`src/rtl/onfi_probe_pkg.sv`:
```
package onfi_probe_pkg;

    typedef enum logic [1:0] {
        ERR_NONE  = 2'b00,
        ERR_NODEV = 2'b01,
        ERR_IO    = 2'b10
    } probe_err_e;

    typedef enum logic [3:0] {
        S_IDLE,
        S_RESET,
        S_PROBE,
        S_SIG_CMD,
        S_SIG_ADDR,
        S_SIG_READ,
        S_PRM_CMD,
        S_PRM_ADDR,
        S_PRM_WAIT,
        S_PRM_DOUT,
        S_PRM_READ,
        S_CHECK,
        S_FINISH
    } seq_state_e;

    typedef enum logic [1:0] {
        P_IDLE,
        P_CMD,
        P_READ,
        P_DONE
    } poll_state_e;

    // Device opcodes and fixed addresses
    localparam logic [7:0] OP_RESET    = 8'hFF;
    localparam logic [7:0] OP_STATUS   = 8'h70;
    localparam logic [7:0] OP_READ_ID  = 8'h90;
    localparam logic [7:0] OP_PARAM    = 8'hEC;
    localparam logic [7:0] OP_DATA_OUT = 8'h00;
    localparam logic [7:0] ADDR_SIG    = 8'h20;
    localparam logic [7:0] ADDR_PARAM  = 8'h00;

    // Status byte bits
    localparam int STAT_READY_BIT = 6;
    localparam int STAT_FAIL_BIT  = 0;

    // Parameter page byte offsets (device-defined layout)
    localparam int OFF_WIDTH = 6;
    localparam int OFF_MODEL = 49;
    localparam int OFF_MFR   = 64;
    localparam int OFF_PAGE  = 80;
    localparam int OFF_SPARE = 84;
    localparam int OFF_PPB   = 92;
    localparam int OFF_BPL   = 96;
    localparam int OFF_LUNS  = 100;
    localparam int OFF_ECC   = 112;

    function automatic logic [7:0] sig_char(input logic [1:0] pos);
        unique case (pos)
            2'd0: sig_char = 8'h4F;
            2'd1: sig_char = 8'h4E;
            2'd2: sig_char = 8'h46;
            default: sig_char = 8'h49;
        endcase
    endfunction

endpackage

```
`src/rtl/onfi_status_poll.sv`:
```
module onfi_status_poll
    import onfi_probe_pkg::*;
#(
    parameter int POLL_READS = 64
) (
    input  logic       clk,
    input  logic       rst_n,
    input  logic       go,
    input  logic       stat_ready,
    input  logic       stat_fail,
    output logic       owns_bus,
    output logic       cmd_we,
    output logic       rd_en,
    output logic [7:0] cmd_byte,
    output logic       done,
    output logic       pass
);

    localparam int CNT_W = $clog2(POLL_READS + 1);
    localparam logic [CNT_W-1:0] LAST_READ = CNT_W'(POLL_READS - 1);

    poll_state_e      pstate;
    logic [CNT_W-1:0] rd_cnt;
    logic             pass_q;

    always_ff @(posedge clk) begin
        if (!rst_n) begin
            pstate <= P_IDLE;
            rd_cnt <= '0;
            pass_q <= 1'b0;
        end else begin
            unique case (pstate)
                P_IDLE: begin
                    if (go) pstate <= P_CMD;
                end
                P_CMD: begin
                    rd_cnt <= '0;
                    pstate <= P_READ;
                end
                P_READ: begin
                    if (stat_ready) begin
                        pass_q <= ~stat_fail;
                        pstate <= P_DONE;
                    end else if (rd_cnt == LAST_READ) begin
                        pass_q <= 1'b0;
                        pstate <= P_DONE;
                    end else begin
                        rd_cnt <= rd_cnt + 1'b1;
                    end
                end
                P_DONE: begin
                    pstate <= go ? P_CMD : P_IDLE;
                end
                default: pstate <= P_IDLE;
            endcase
        end
    end

    always_comb begin
        cmd_we   = 1'b0;
        rd_en    = 1'b0;
        done     = 1'b0;
        cmd_byte = '0;
        unique case (pstate)
            P_CMD: begin
                cmd_we   = 1'b1;
                cmd_byte = OP_STATUS;
            end
            P_READ: rd_en = 1'b1;
            P_DONE: done  = 1'b1;
            default: ;
        endcase
        owns_bus = cmd_we | rd_en;
        pass     = pass_q;
    end

endmodule

```
`src/rtl/onfi_field_capture.sv`:
```
module onfi_field_capture
    import onfi_probe_pkg::*;
#(
    parameter int IDX_W = 7
) (
    input  logic             clk,
    input  logic             rst_n,
    input  logic             clear,
    input  logic             cap_en,
    input  logic [IDX_W-1:0] cap_idx,
    input  logic [7:0]       cap_byte,
    input  logic             commit,
    output logic             any_data,
    output logic [7:0]       mfr_id,
    output logic             bus_x16,
    output logic [31:0]      page_bytes,
    output logic [15:0]      spare_bytes,
    output logic [31:0]      pages_per_blk,
    output logic [31:0]      blks_per_lun,
    output logic [7:0]       lun_count,
    output logic [7:0]       ecc_bits,
    output logic [7:0]       model_code
);

    logic        nonff_q;
    logic [7:0]  sh_mfr, sh_luns, sh_ecc, sh_model;
    logic        sh_width;
    logic [31:0] sh_page, sh_ppb, sh_bpl;
    logic [15:0] sh_spare;

    // Shadow capture: each byte lands in its field as it streams past
    always_ff @(posedge clk) begin
        if (!rst_n) begin
            nonff_q  <= 1'b0;
            sh_mfr   <= '0;
            sh_luns  <= '0;
            sh_ecc   <= '0;
            sh_model <= '0;
            sh_width <= 1'b0;
            sh_page  <= '0;
            sh_ppb   <= '0;
            sh_bpl   <= '0;
            sh_spare <= '0;
        end else if (clear) begin
            nonff_q <= 1'b0;
        end else if (cap_en) begin
            if (cap_byte != 8'hFF) nonff_q <= 1'b1;
            if (cap_idx == IDX_W'(OFF_WIDTH)) sh_width <= cap_byte[0];
            if (cap_idx == IDX_W'(OFF_MODEL)) sh_model <= cap_byte;
            if (cap_idx == IDX_W'(OFF_MFR))   sh_mfr   <= cap_byte;
            if (cap_idx == IDX_W'(OFF_LUNS))  sh_luns  <= cap_byte;
            if (cap_idx == IDX_W'(OFF_ECC))   sh_ecc   <= cap_byte;
            for (int k = 0; k < 4; k++) begin
                if (cap_idx == IDX_W'(OFF_PAGE + k)) sh_page[8*k +: 8] <= cap_byte;
                if (cap_idx == IDX_W'(OFF_PPB + k))  sh_ppb[8*k +: 8]  <= cap_byte;
                if (cap_idx == IDX_W'(OFF_BPL + k))  sh_bpl[8*k +: 8]  <= cap_byte;
            end
            for (int k = 0; k < 2; k++) begin
                if (cap_idx == IDX_W'(OFF_SPARE + k)) sh_spare[8*k +: 8] <= cap_byte;
            end
        end
    end

    // Visible fields move only on a successful probe
    always_ff @(posedge clk) begin
        if (!rst_n) begin
            mfr_id        <= '0;
            bus_x16       <= 1'b0;
            page_bytes    <= '0;
            spare_bytes   <= '0;
            pages_per_blk <= '0;
            blks_per_lun  <= '0;
            lun_count     <= '0;
            ecc_bits      <= '0;
            model_code    <= '0;
        end else if (commit) begin
            mfr_id        <= sh_mfr;
            bus_x16       <= sh_width;
            page_bytes    <= sh_page;
            spare_bytes   <= sh_spare;
            pages_per_blk <= sh_ppb;
            blks_per_lun  <= sh_bpl;
            lun_count     <= sh_luns;
            ecc_bits      <= sh_ecc;
            model_code    <= sh_model;
        end
    end

    assign any_data = nonff_q;

endmodule

```
`src/rtl/onfi_probe.sv`:
```
module onfi_probe
    import onfi_probe_pkg::*;
#(
    parameter int PROBE_TRIES = 60,
    parameter int POLL_READS  = 64,
    parameter int PARAM_BYTES = 116
) (
    input  logic        clk,
    input  logic        rst_n,
    input  logic        start,
    output logic        busy,
    output logic        done,
    output logic        found,
    output logic [1:0]  err_code,
    output logic        nand_cle,
    output logic        nand_ale,
    output logic        nand_we,
    output logic        nand_re,
    output logic [7:0]  nand_dout,
    input  logic [7:0]  nand_din,
    output logic [7:0]  mfr_id,
    output logic        bus_x16,
    output logic [31:0] page_bytes,
    output logic [15:0] spare_bytes,
    output logic [31:0] pages_per_blk,
    output logic [31:0] blks_per_lun,
    output logic [7:0]  lun_count,
    output logic [7:0]  ecc_bits,
    output logic [7:0]  model_code
);

    localparam int IDX_RAW = $clog2(PARAM_BYTES);
    localparam int IDX_W   = (IDX_RAW < 2) ? 2 : IDX_RAW;
    localparam int TRY_W   = $clog2(PROBE_TRIES + 1);
    localparam logic [TRY_W-1:0] LAST_TRY  = TRY_W'(PROBE_TRIES - 1);
    localparam logic [IDX_W-1:0] LAST_BYTE = IDX_W'(PARAM_BYTES - 1);
    localparam logic [IDX_W-1:0] LAST_SIG  = IDX_W'(3);

    seq_state_e       state;
    logic [TRY_W-1:0] tries;
    logic [IDX_W-1:0] idx;
    logic             sig_bad;
    probe_err_e       err_q;
    logic             found_q;

    logic       poll_go, poll_owns, poll_we, poll_re, poll_done, poll_pass;
    logic [7:0] poll_byte;
    logic       seq_cle, seq_ale, seq_we, seq_re;
    logic [7:0] seq_dout;
    logic       cap_clear, cap_en, commit, any_data;
    logic       sig_miss;

    onfi_status_poll #(.POLL_READS(POLL_READS)) u_poll (
        .clk        (clk),
        .rst_n      (rst_n),
        .go         (poll_go),
        .stat_ready (nand_din[STAT_READY_BIT]),
        .stat_fail  (nand_din[STAT_FAIL_BIT]),
        .owns_bus   (poll_owns),
        .cmd_we     (poll_we),
        .rd_en      (poll_re),
        .cmd_byte   (poll_byte),
        .done       (poll_done),
        .pass       (poll_pass)
    );

    onfi_field_capture #(.IDX_W(IDX_W)) u_fields (
        .clk           (clk),
        .rst_n         (rst_n),
        .clear         (cap_clear),
        .cap_en        (cap_en),
        .cap_idx       (idx),
        .cap_byte      (nand_din),
        .commit        (commit),
        .any_data      (any_data),
        .mfr_id        (mfr_id),
        .bus_x16       (bus_x16),
        .page_bytes    (page_bytes),
        .spare_bytes   (spare_bytes),
        .pages_per_blk (pages_per_blk),
        .blks_per_lun  (blks_per_lun),
        .lun_count     (lun_count),
        .ecc_bits      (ecc_bits),
        .model_code    (model_code)
    );

    assign sig_miss = (nand_din != sig_char(idx[1:0]));

    // State register and sequencing data
    always_ff @(posedge clk) begin
        if (!rst_n) begin
            state   <= S_IDLE;
            tries   <= '0;
            idx     <= '0;
            sig_bad <= 1'b0;
            err_q   <= ERR_NONE;
            found_q <= 1'b0;
        end else begin
            unique case (state)
                S_IDLE: begin
                    if (start) begin
                        tries <= '0;
                        state <= S_RESET;
                    end
                end
                S_RESET: state <= S_PROBE;
                S_PROBE: begin
                    if (poll_done) begin
                        if (poll_pass) begin
                            state <= S_SIG_CMD;
                        end else if (tries == LAST_TRY) begin
                            err_q   <= ERR_NODEV;
                            found_q <= 1'b0;
                            state   <= S_FINISH;
                        end else begin
                            tries <= tries + 1'b1;
                        end
                    end
                end
                S_SIG_CMD: state <= S_SIG_ADDR;
                S_SIG_ADDR: begin
                    idx     <= '0;
                    sig_bad <= 1'b0;
                    state   <= S_SIG_READ;
                end
                S_SIG_READ: begin
                    idx <= idx + 1'b1;
                    if (sig_miss) sig_bad <= 1'b1;
                    if (idx == LAST_SIG) begin
                        if (sig_bad || sig_miss) begin
                            err_q   <= ERR_NODEV;
                            found_q <= 1'b0;
                            state   <= S_FINISH;
                        end else begin
                            state <= S_PRM_CMD;
                        end
                    end
                end
                S_PRM_CMD:  state <= S_PRM_ADDR;
                S_PRM_ADDR: state <= S_PRM_WAIT;
                S_PRM_WAIT: begin
                    if (poll_done) state <= S_PRM_DOUT;
                end
                S_PRM_DOUT: begin
                    idx   <= '0;
                    state <= S_PRM_READ;
                end
                S_PRM_READ: begin
                    idx <= idx + 1'b1;
                    if (idx == LAST_BYTE) state <= S_CHECK;
                end
                S_CHECK: begin
                    err_q   <= any_data ? ERR_NONE : ERR_IO;
                    found_q <= any_data;
                    state   <= S_FINISH;
                end
                S_FINISH: state <= S_IDLE;
                default:  state <= S_IDLE;
            endcase
        end
    end

    // Per-state outputs
    always_comb begin
        seq_cle   = 1'b0;
        seq_ale   = 1'b0;
        seq_we    = 1'b0;
        seq_re    = 1'b0;
        seq_dout  = '0;
        poll_go   = 1'b0;
        cap_clear = 1'b0;
        cap_en    = 1'b0;
        commit    = 1'b0;
        done      = 1'b0;
        unique case (state)
            S_RESET: begin
                seq_cle  = 1'b1;
                seq_we   = 1'b1;
                seq_dout = OP_RESET;
                poll_go  = 1'b1;
            end
            S_PROBE: poll_go = poll_done && !poll_pass && (tries != LAST_TRY);
            S_SIG_CMD: begin
                seq_cle  = 1'b1;
                seq_we   = 1'b1;
                seq_dout = OP_READ_ID;
            end
            S_SIG_ADDR: begin
                seq_ale  = 1'b1;
                seq_we   = 1'b1;
                seq_dout = ADDR_SIG;
            end
            S_SIG_READ: seq_re = 1'b1;
            S_PRM_CMD: begin
                seq_cle  = 1'b1;
                seq_we   = 1'b1;
                seq_dout = OP_PARAM;
            end
            S_PRM_ADDR: begin
                seq_ale  = 1'b1;
                seq_we   = 1'b1;
                seq_dout = ADDR_PARAM;
                poll_go  = 1'b1;
            end
            S_PRM_DOUT: begin
                seq_cle   = 1'b1;
                seq_we    = 1'b1;
                seq_dout  = OP_DATA_OUT;
                cap_clear = 1'b1;
            end
            S_PRM_READ: begin
                seq_re = 1'b1;
                cap_en = 1'b1;
            end
            S_CHECK:  commit = any_data;
            S_FINISH: done   = 1'b1;
            default: ;
        endcase
    end

    // Bus ownership: the poll engine drives while it is active
    assign nand_cle  = poll_owns ? poll_we   : seq_cle;
    assign nand_ale  = poll_owns ? 1'b0      : seq_ale;
    assign nand_we   = poll_owns ? poll_we   : seq_we;
    assign nand_re   = poll_owns ? poll_re   : seq_re;
    assign nand_dout = poll_owns ? poll_byte : seq_dout;

    assign busy     = (state != S_IDLE);
    assign found    = found_q;
    assign err_code = err_q;

endmodule

```
`config.mk`:
```
export PLATFORM = sky130hd
export DESIGN_NAME = onfi_probe
export DESIGN_NICKNAME = d
export VERILOG_FILES = /design/src/rtl/onfi_probe_pkg.sv /design/src/rtl/onfi_status_poll.sv /design/src/rtl/onfi_field_capture.sv /design/src/rtl/onfi_probe.sv
export SDC_FILE = /design/constraint.sdc
export NUM_CORES = 1
export LEC_CHECK = 0
export BUFFER_PORTS_ARGS = -buffer_cell sky130_fd_sc_hd__clkbuf_2
export CORE_ASPECT_RATIO = 1.75
export CORE_MARGIN = 2
export CORE_UTILIZATION = 35
export DETAILED_ROUTE_END_ITERATION = 10
export PLACE_DENSITY = 0.65
export RECOVER_POWER = 50
export SLEW_MARGIN = 25
export SYNTH_ARGS = -nofsm -noshare
export SYNTH_HDL_FRONTEND = slang
export SYNTH_SLANG_ARGS = --single-unit
```
`constraint.sdc`:
```
create_clock -name clk -period 1.7 [get_ports clk]
set_input_delay 0.255 -clock clk [delete_from_list [all_inputs] [get_ports clk]]
set_output_delay 0.255 -clock clk [all_outputs]
set_load 0.03 [all_outputs]
```
==> flow_summary.json, run 1 <==
{
  "status": "complete, but fails checks",
  "violations": "negative setup slack",
  "yosysTopAreaCellShare_pct": 51.8,
  "switching_share_pct": 28.5,
  "sequentialPowerShare_pct": 41.5,
  "drc": 0,
  "antenna_left": 0,
  "crit_path_start_kind": "flop",
  "rsz0062_at_grt": "yes",
  "io_buffers": 172,
  "drt-initial-drc-count": 688,
  "finalCritPeriodShare_pct": 127,
  "maxSlewHeadroom_pct": 68.4,
  "netlist_top_cells_area": "dfxtp_1 52%, nand2_1 14%, a21oi_1 11%",
  "max-cap-violations": 0,
  "cts.path.max_buffers": 3,
  "grt_max_degree": 76,
  "dr.pass1.iters": 6,
  "grt_use_met3_pct": 2.43,
  "tritoncts": "yes",
  "slew_violations": 0,
  "wl_per_cell_um": 17.7,
  "required_ns": 1.44,
  "synth_ff_type": "dfxtp_1",
  "antenna_found_initial": 1,
  "clk_pin_slew_ns": 0.07,
  "synth_fp_nets": 1570,
  "p_int_w": 0.0132,
  "crit_arrival_ns": 1.91,
  "nNetsFinal": 1840,
  "finalHoldViolCount": 0,
  "cts.hold.buffers_added": 0,
  "worst_setup_path_end_kind": "output port",
  "grt_pass1_wl_um": 57600,
  "clkPwrFrac_pct": 36.2,
  "cellLeakagePower_nw": 6.26,
  "timing.fmax_ghz": 0.461,
  "clockRootBuffer": "clkbuf_16",
  "grt.met1_usage_pct": 21.4,
  "syn_avg_cell_area_um2": 8.04,
  "clock_latency_ns": 0.59,
  "whs_ns": 0.101,
  "coreArea_um2": 35200,
  "start_util_pct": 35.4,
  "overflow": 0,
  "dieArea_um2": 37100,
  "max_slew.worst_pin.slew_ns": 0.473,
  "async_flop_share_pct": 0,
  "pin_count": 173,
  "synthCells": 1548,
  "hpwl_um": 24700,
  "vias": 11800,
  "drive_gt1_share_pct": 31.8,
  "ys_types": 61,
  "synth_area_leader_cell": "dfxtp_1",
  "met2_usage_pct": 36.6,
  "p_switching_w": 0.00527,
  "power_w": 0.0185,
  "skew_ns": 0.0215,
  "dieWidth_um": 147,
  "worst_slack_ns": -0.467,
  "synth_edf_count": 0,
  "grt.busiest_layer": "met2",
  "post-route-min-period_ns": 2.17,
  "combPwrFrac_pct": 22.3,
  "clock_sinks": 322,
  "track_usage_pct": 19.2,
  "most-common-layout-cells": "373 x nand2_1, 309 x dfxtp_1, 195 x a21oi_1",
  "setup-violations-final": 144,
  "num_rows": 91,
  "powerDensity_nw_per_um2": 1020,
  "die_height_um": 253,
  "yosysSeqAreaShare_pct": 51.8,
  "path_class": "flop to output port",
  "gp_congestion": 0.860,
  "ys_warn_count": 0,
  "cts_max_level": 1,
  "wirelength_um": 40800,
  "max-vdd-ir-drop_mv": 1.35,
  "area_growth_pct": 45.1,
  "syn_area_um2": 12400,
  "final_common_cell": "nand2_1",
  "synth_seq_cells": 322,
  "grt_pass1_vias": 11100,
  "cts_buffers": 29,
  "via_per_inst": 5.13,
  "worstPathMaxFanout": 5,
  "hp-class": "primary input to flop"
}
Yosys cell counts (2+ instances only):
cell type and number:
a211oi_2 2, nand2_1 456, and4_1 2, buf_2 35
nor4b_1 2, o21ai_1 2, ha_1 11, a21oi_1 272
or2_2 3, nor2b_1 6, a221oi_1 2, nand3_1 95
nor3_1 6, xnor2_1 5, o22ai_1 2, nor3_2 2
mux2i_1 35, a211oi_1 9, o21ai_0 15, dfxtp_1 322
xor2_1 12, and3_1 11, buf_1 4, nand4_1 6
o211ai_1 6, clkbuf_1 82, a31o_2 2, nand3_2 2
and3b_1 3, buf_4 4, o2111ai_1 5, or3_1 4
inv_2 2, and4bb_2 2, nand2b_1 10, nor2_1 70
o31ai_1 4, inv_1 12
registers in the layout, summed over array words and instances, names as in the netlist, 16 cells and up:
name                    count
u_fields.blks_per_lun      32
u_fields.page_bytes        32
u_fields.pages_per_blk     32
u_fields.sh_bpl            32
u_fields.sh_page           32
u_fields.sh_ppb            32
u_fields.sh_spare          16
u_fields.spare_bytes       16
through the flow:
stage / area (um2) / setup WS, ns / TNS [ns] / std cells / util (%)
after global placement: 14600 / -0.134 / -11.55 / 2183 / 41.6
after detailed placement: 14600 / -0.148 / -18.27 / 2183 / 41.6
final: 18100 / -0.467 / -21.15 / 2304 / 51.3
after CTS: 16100 / -0.508 / -7.42 / 2249 / 45.7
after global routing: 18100 / -0.525 / -34.14 / 2304 / 51.3
after floorplan: 12600 / -0.0928 / -0.422 / 1548 / -
kinds of logic (layout without fill, tap and decap cells):
kind of cell | after synthesis | after routing | synth area share, %
AO/OA/AOI/OAI | 331 | 331 | 14.5
flip-flops | 322 | 322 | 51.8
adder cells (fa/ha/maj) | 11 | 11 | 1.11
buffers and inverters | 140 | 430 | 4.76
AND/OR/NAND/NOR | 692 | 692 | 23.9
other | 0 | 1 | 0
multiplexers | 35 | 35 | 2.82
XOR/XNOR | 17 | 17 | 1.20
power groups by stage:
stage          Clock (W)  Combinational (W)  Sequential, W
3_5_place_dp           0            0.00277        0.00783
5_1_grt          0.00712            0.00436        0.00767
3_3_place_gp           0            0.00274        0.00783
2_1_floorplan          0            0.00178        0.00783
6_report         0.00669            0.00412        0.00767
4_1_cts          0.00685            0.00344        0.00766
critical path, stage by stage, from the launching register on:
cell and delay (ns):
dfxtp_2 0.34, inv_2 0.05, ha_4 0.25, or2_4 0.28, a211oi_4 0.21, clkbuf_8 0.21
path summary, 6_finish.rpt:
| kind | start | endpoint | slack [ns] | cells past startpoint |
|---|---|---|---|---|
| min | start | tries[1] | 0.10 | 3 |
| max | u_poll.pstate[1] | nand_ale | -0.47 | 5 |
| max reg2reg | state[3] | u_poll.pstate[0] | -0.30 | 8 |
| min reg2reg | u_fields.sh_bpl[27] | u_fields.sh_bpl[27] | 0.45 | 2 |
per-layer routing:
layer | wire (um) | up-vias
li1 | - | 5715
met1 | 15700 | 5677
met2 | 21800 | 316
met3 | 1650 | 102
met4 | 1570 | 0
met5 | 0 | -
final cells by class:
type,instances,area (um2)
multi-input combinational,1086,6930
sequential,322,6470
tap,465,582
inverter,14,62.6
antenna,1,2.50
timing repair buffer,365,3060
clock buffer,38,811
fill,3244,17100
clock inverter,13,148
repair_timing:
item,4_1_cts,5_1_grt
endpoints found under the setup margin,312,300
pin swaps,29,167
gates resized for setup,93,365
gates cloned,1,16
endpoints found under the hold margin,0,0
buffers inserted,14,42
Power figures use the tool's default switching activity.
==> run 2: changes to the inputs <==
--- a/config.mk
+++ b/config.mk
@@ -5,6 +5,7 @@
 export SDC_FILE = /design/constraint.sdc
 export NUM_CORES = 1
 export LEC_CHECK = 0
+export ABC_AREA = 1
 export BUFFER_PORTS_ARGS = -buffer_cell sky130_fd_sc_hd__clkbuf_2
 export CORE_ASPECT_RATIO = 1.75
 export CORE_MARGIN = 2
==> flow_summary.json, run 2 <==
{
  "grt_max_degree": 70,
  "crit_arrival_ns": 1.77,
  "ys_warn_count": 0,
  "timing.fmax_ghz": 0.494,
  "finalHoldViolCount": 0,
  "slowest_delay_ns": 0.38,
  "nNetsFinal": 1804,
  "setup-violations-final": 211,
  "grt_pass1_wl_um": 58100,
  "violations": "negative setup slack",
  "coreArea_um2": 35200,
  "max-vdd-ir-drop_mv": 1.03,
  "track_usage_pct": 19.4,
  "p_int_w": 0.0124,
  "clock_sinks": 322,
  "worstPathMaxFanout": 4,
  "syn_area_um2": 12500,
  "status": "complete, but fails checks",
  "cts.hold.buffers_added": 0,
  "cts.path.max_buffers": 3,
  "dr.pass1.iters": 5,
  "r2r-end": "u_fields.sh_bpl[10]",
  "clk_pin_slew_ns": 0.07,
  "switching_share_pct": 29.4,
  "r2r_cells": 9,
  "wl_per_cell_um": 17.1,
  "most-common-layout-cells": "314 x dfxtp_1, 293 x a21oi_1, 227 x nand2_1",
  "hpwl_um": 25500,
  "synthCells": 1600,
  "maxSlewHeadroom_pct": 63.8,
  "async_flop_share_pct": 0,
  "dieArea_um2": 37300,
  "grt_pass1_vias": 10800,
  "syn_avg_cell_area_um2": 7.81,
  "antenna_left": 0,
  "yosysTopAreaCellShare_pct": 51.6,
  "overflow": 0,
  "yosysSeqAreaShare_pct": 51.6,
  "pre_cts_slack_ns": -0.0580,
  "synth_ff_type": "dfxtp_1",
  "path_class": "flop to output port",
  "cts_max_level": 1,
  "max-cap-violations": 0,
  "cts_buffers": 29,
  "vias": 11400,
  "synth_fp_nets": 1622,
  "worst_setup_path_end_kind": "output port",
  "powerDensity_nw_per_um2": 1120,
  "sequentialPowerShare_pct": 44.3,
  "p_switching_w": 0.00516,
  "worstHoldEndpoint": "u_fields.any_data",
  "worst_slack_ns": -0.325,
  "io_buffers": 172,
  "cpMaxStageDelayCell": "dfxtp_4",
  "combPwrFrac_pct": 19.4,
  "via_per_inst": 5.03,
  "post-route-min-period_ns": 2.03,
  "hp-class": "primary input to flop",
  "clockRootBuffer": "clkbuf_16",
  "antenna_found_initial": 0,
  "die_height_um": 254,
  "netlist_top_cells_area": "dfxtp_1 52%, a21oi_1 12%, nand2_1 7.5%",
  "wirelength_um": 38800,
  "max_slew.worst_pin.slew_ns": 0.546,
  "gp_congestion": 0.877,
  "drt-initial-drc-count": 729,
  "required_ns": 1.44,
  "crit_path_cell_trace": "nor2_2 -> buf_4 -> nand3_4 -> nor2_4 -> buf_8",
  "min_path_cells": 3,
  "drc": 0,
  "ys_types": 30,
  "synth.most_common_cell": "dfxtp_1",
  "place_area_um2": 14200,
  "synth_edf_count": 0,
  "clkPwrFrac_pct": 36.3,
  "dieWidth_um": 147,
  "final_common_cell": "dfxtp_1",
  "slew_violations": 0,
  "rrSetupSlack_ns": -0.23,
  "num_rows": 91,
  "rr_startpoint": "state[2]",
  "rsz0062_at_grt": "yes",
  "finalCritPeriodShare_pct": 119,
  "tritoncts": "yes",
  "drive_gt1_share_pct": 15.0,
  "clock_latency_ns": 0.58,
  "area_growth_pct": 24.8,
  "synth_area_leader_cell": "dfxtp_1",
  "diodes": 0,
  "cellLeakagePower_nw": 5.47,
  "pin_count": 173,
  "start_util_pct": 35.5,
  "hold_start": "rst_n",
  "yosys-top-cells-count": "322 x dfxtp_1, 294 x a21oi_1, 250 x nand2_1, 176 x nand3_1, 161 x inv_1",
  "power_w": 0.0175,
  "crit_path_start_kind": "flop",
  "final_design_area_no_fill_um2": 15600,
  "fill_cells": 3563,
  "synth_seq_cells": 322,
  "skew_ns": 0.0356
}
==> run 2: cell types whose count changed after synthesis, sizes merged, moves of 15 or more <==
cell | previous run | this run
nand3 | 97 | 177
o21ai | 17 | 134
clkbuf | 82 | 65
a21oi | 272 | 294
nand2 | 456 | 253
a211oi | 11 | 26
inv | 14 | 166
mux2i | 35 | 0
==> run 2: how the worst max path moves through the flow <==
stage                     start                      to  slack, ns  cells past startpoint
6_report               state[3]            nand_dout[1]      -0.33                      5
5_1_grt                state[3]            nand_dout[1]      -0.38                      5
4_1_cts        u_poll.pstate[1]                 nand_re      -0.32                      6
3_5_place_dp           state[3]  u_fields.page_bytes[2]      -0.06                      7
3_3_place_gp           state[3]  u_fields.page_bytes[4]      -0.05                      7
2_1_floorplan  u_poll.pstate[0]            nand_dout[1]      -0.14                      6
==> run 2: logic make-up after synthesis <==
| kind of cell | after synthesis | synth area share, % |
|---|---|---|
| simple gates | 526 | 18.5 |
| compound gates | 460 | 19.3 |
| flops | 322 | 51.6 |
| buf+inv | 277 | 9.24 |
| fa+ha+maj | 11 | 1.10 |
| xor+xnor | 4 | 0.280 |
==> run 2: what timing repair did <==
item	in CTS	in global routing
gates cloned	0	4
buffers inserted	4	5
pin swaps	9	14
endpoints found under the setup margin	62	134
resized for setup	81	119
==> run 2: per-layer routing <==
metal  share of wire, %  wire length (um)  vias up  track usage (%)
met5                  0                 0        -                0
met4                3.6              1380        0             7.96
met3                5.1              1980       70             2.62
met2                 52             20200      300             36.1
met1                 39             15200     5355             22.2
li1                   -                 -     5679                -
==> run 2: through the flow <==
stage	std cells	hold WS, ns	utilization [%]	TNS (ns)
6_report	2269	0.0161	44.3	-15.52
5_1_grt	2269	0.0153	44.3	-39.57
4_1_cts	2260	0.00228	43.8	-3.80
3_5_place_dp	2203	0.437	40.4	-0.429
3_3_place_gp	2203	0.432	40.4	-0.110
2_1_floorplan	1600	0.424	-	-0.331
==> run 2: critical path: cells and delay by family, from the launching register on <==
kind                   cells  cell delay, ns
AND/OR/NAND/NOR            3            0.51
flip-flops                 1            0.38
buffers and inverters      2            0.32
==> run 2: cell type report <==
cell class / count / area [um2] / share of cell area (%)
clock inverters: 13 / 85.1 / 0.545
multi-input cells: 1001 / 5230 / 33.5
clock buffers: 40 / 827 / 5.30
inverters: 166 / 663 / 4.25
flip-flops and latches: 322 / 6470 / 41.5
repair buffers: 262 / 1750 / 11.2
well taps: 465 / 582 / 3.73
==> run 2: power by group through the flow <==
| stage | combinational, W | clock (W) | sequential (W) |
|---|---|---|---|
| after floorplan | 0.00161 | 0 | 0.00788 |
| after global placement | 0.00246 | 0 | 0.00786 |
| after detailed placement | 0.00247 | 0 | 0.00786 |
| after CTS | 0.00300 | 0.00649 | 0.00773 |
| after global routing | 0.00369 | 0.00679 | 0.00777 |
| final | 0.00341 | 0.00637 | 0.00776 |
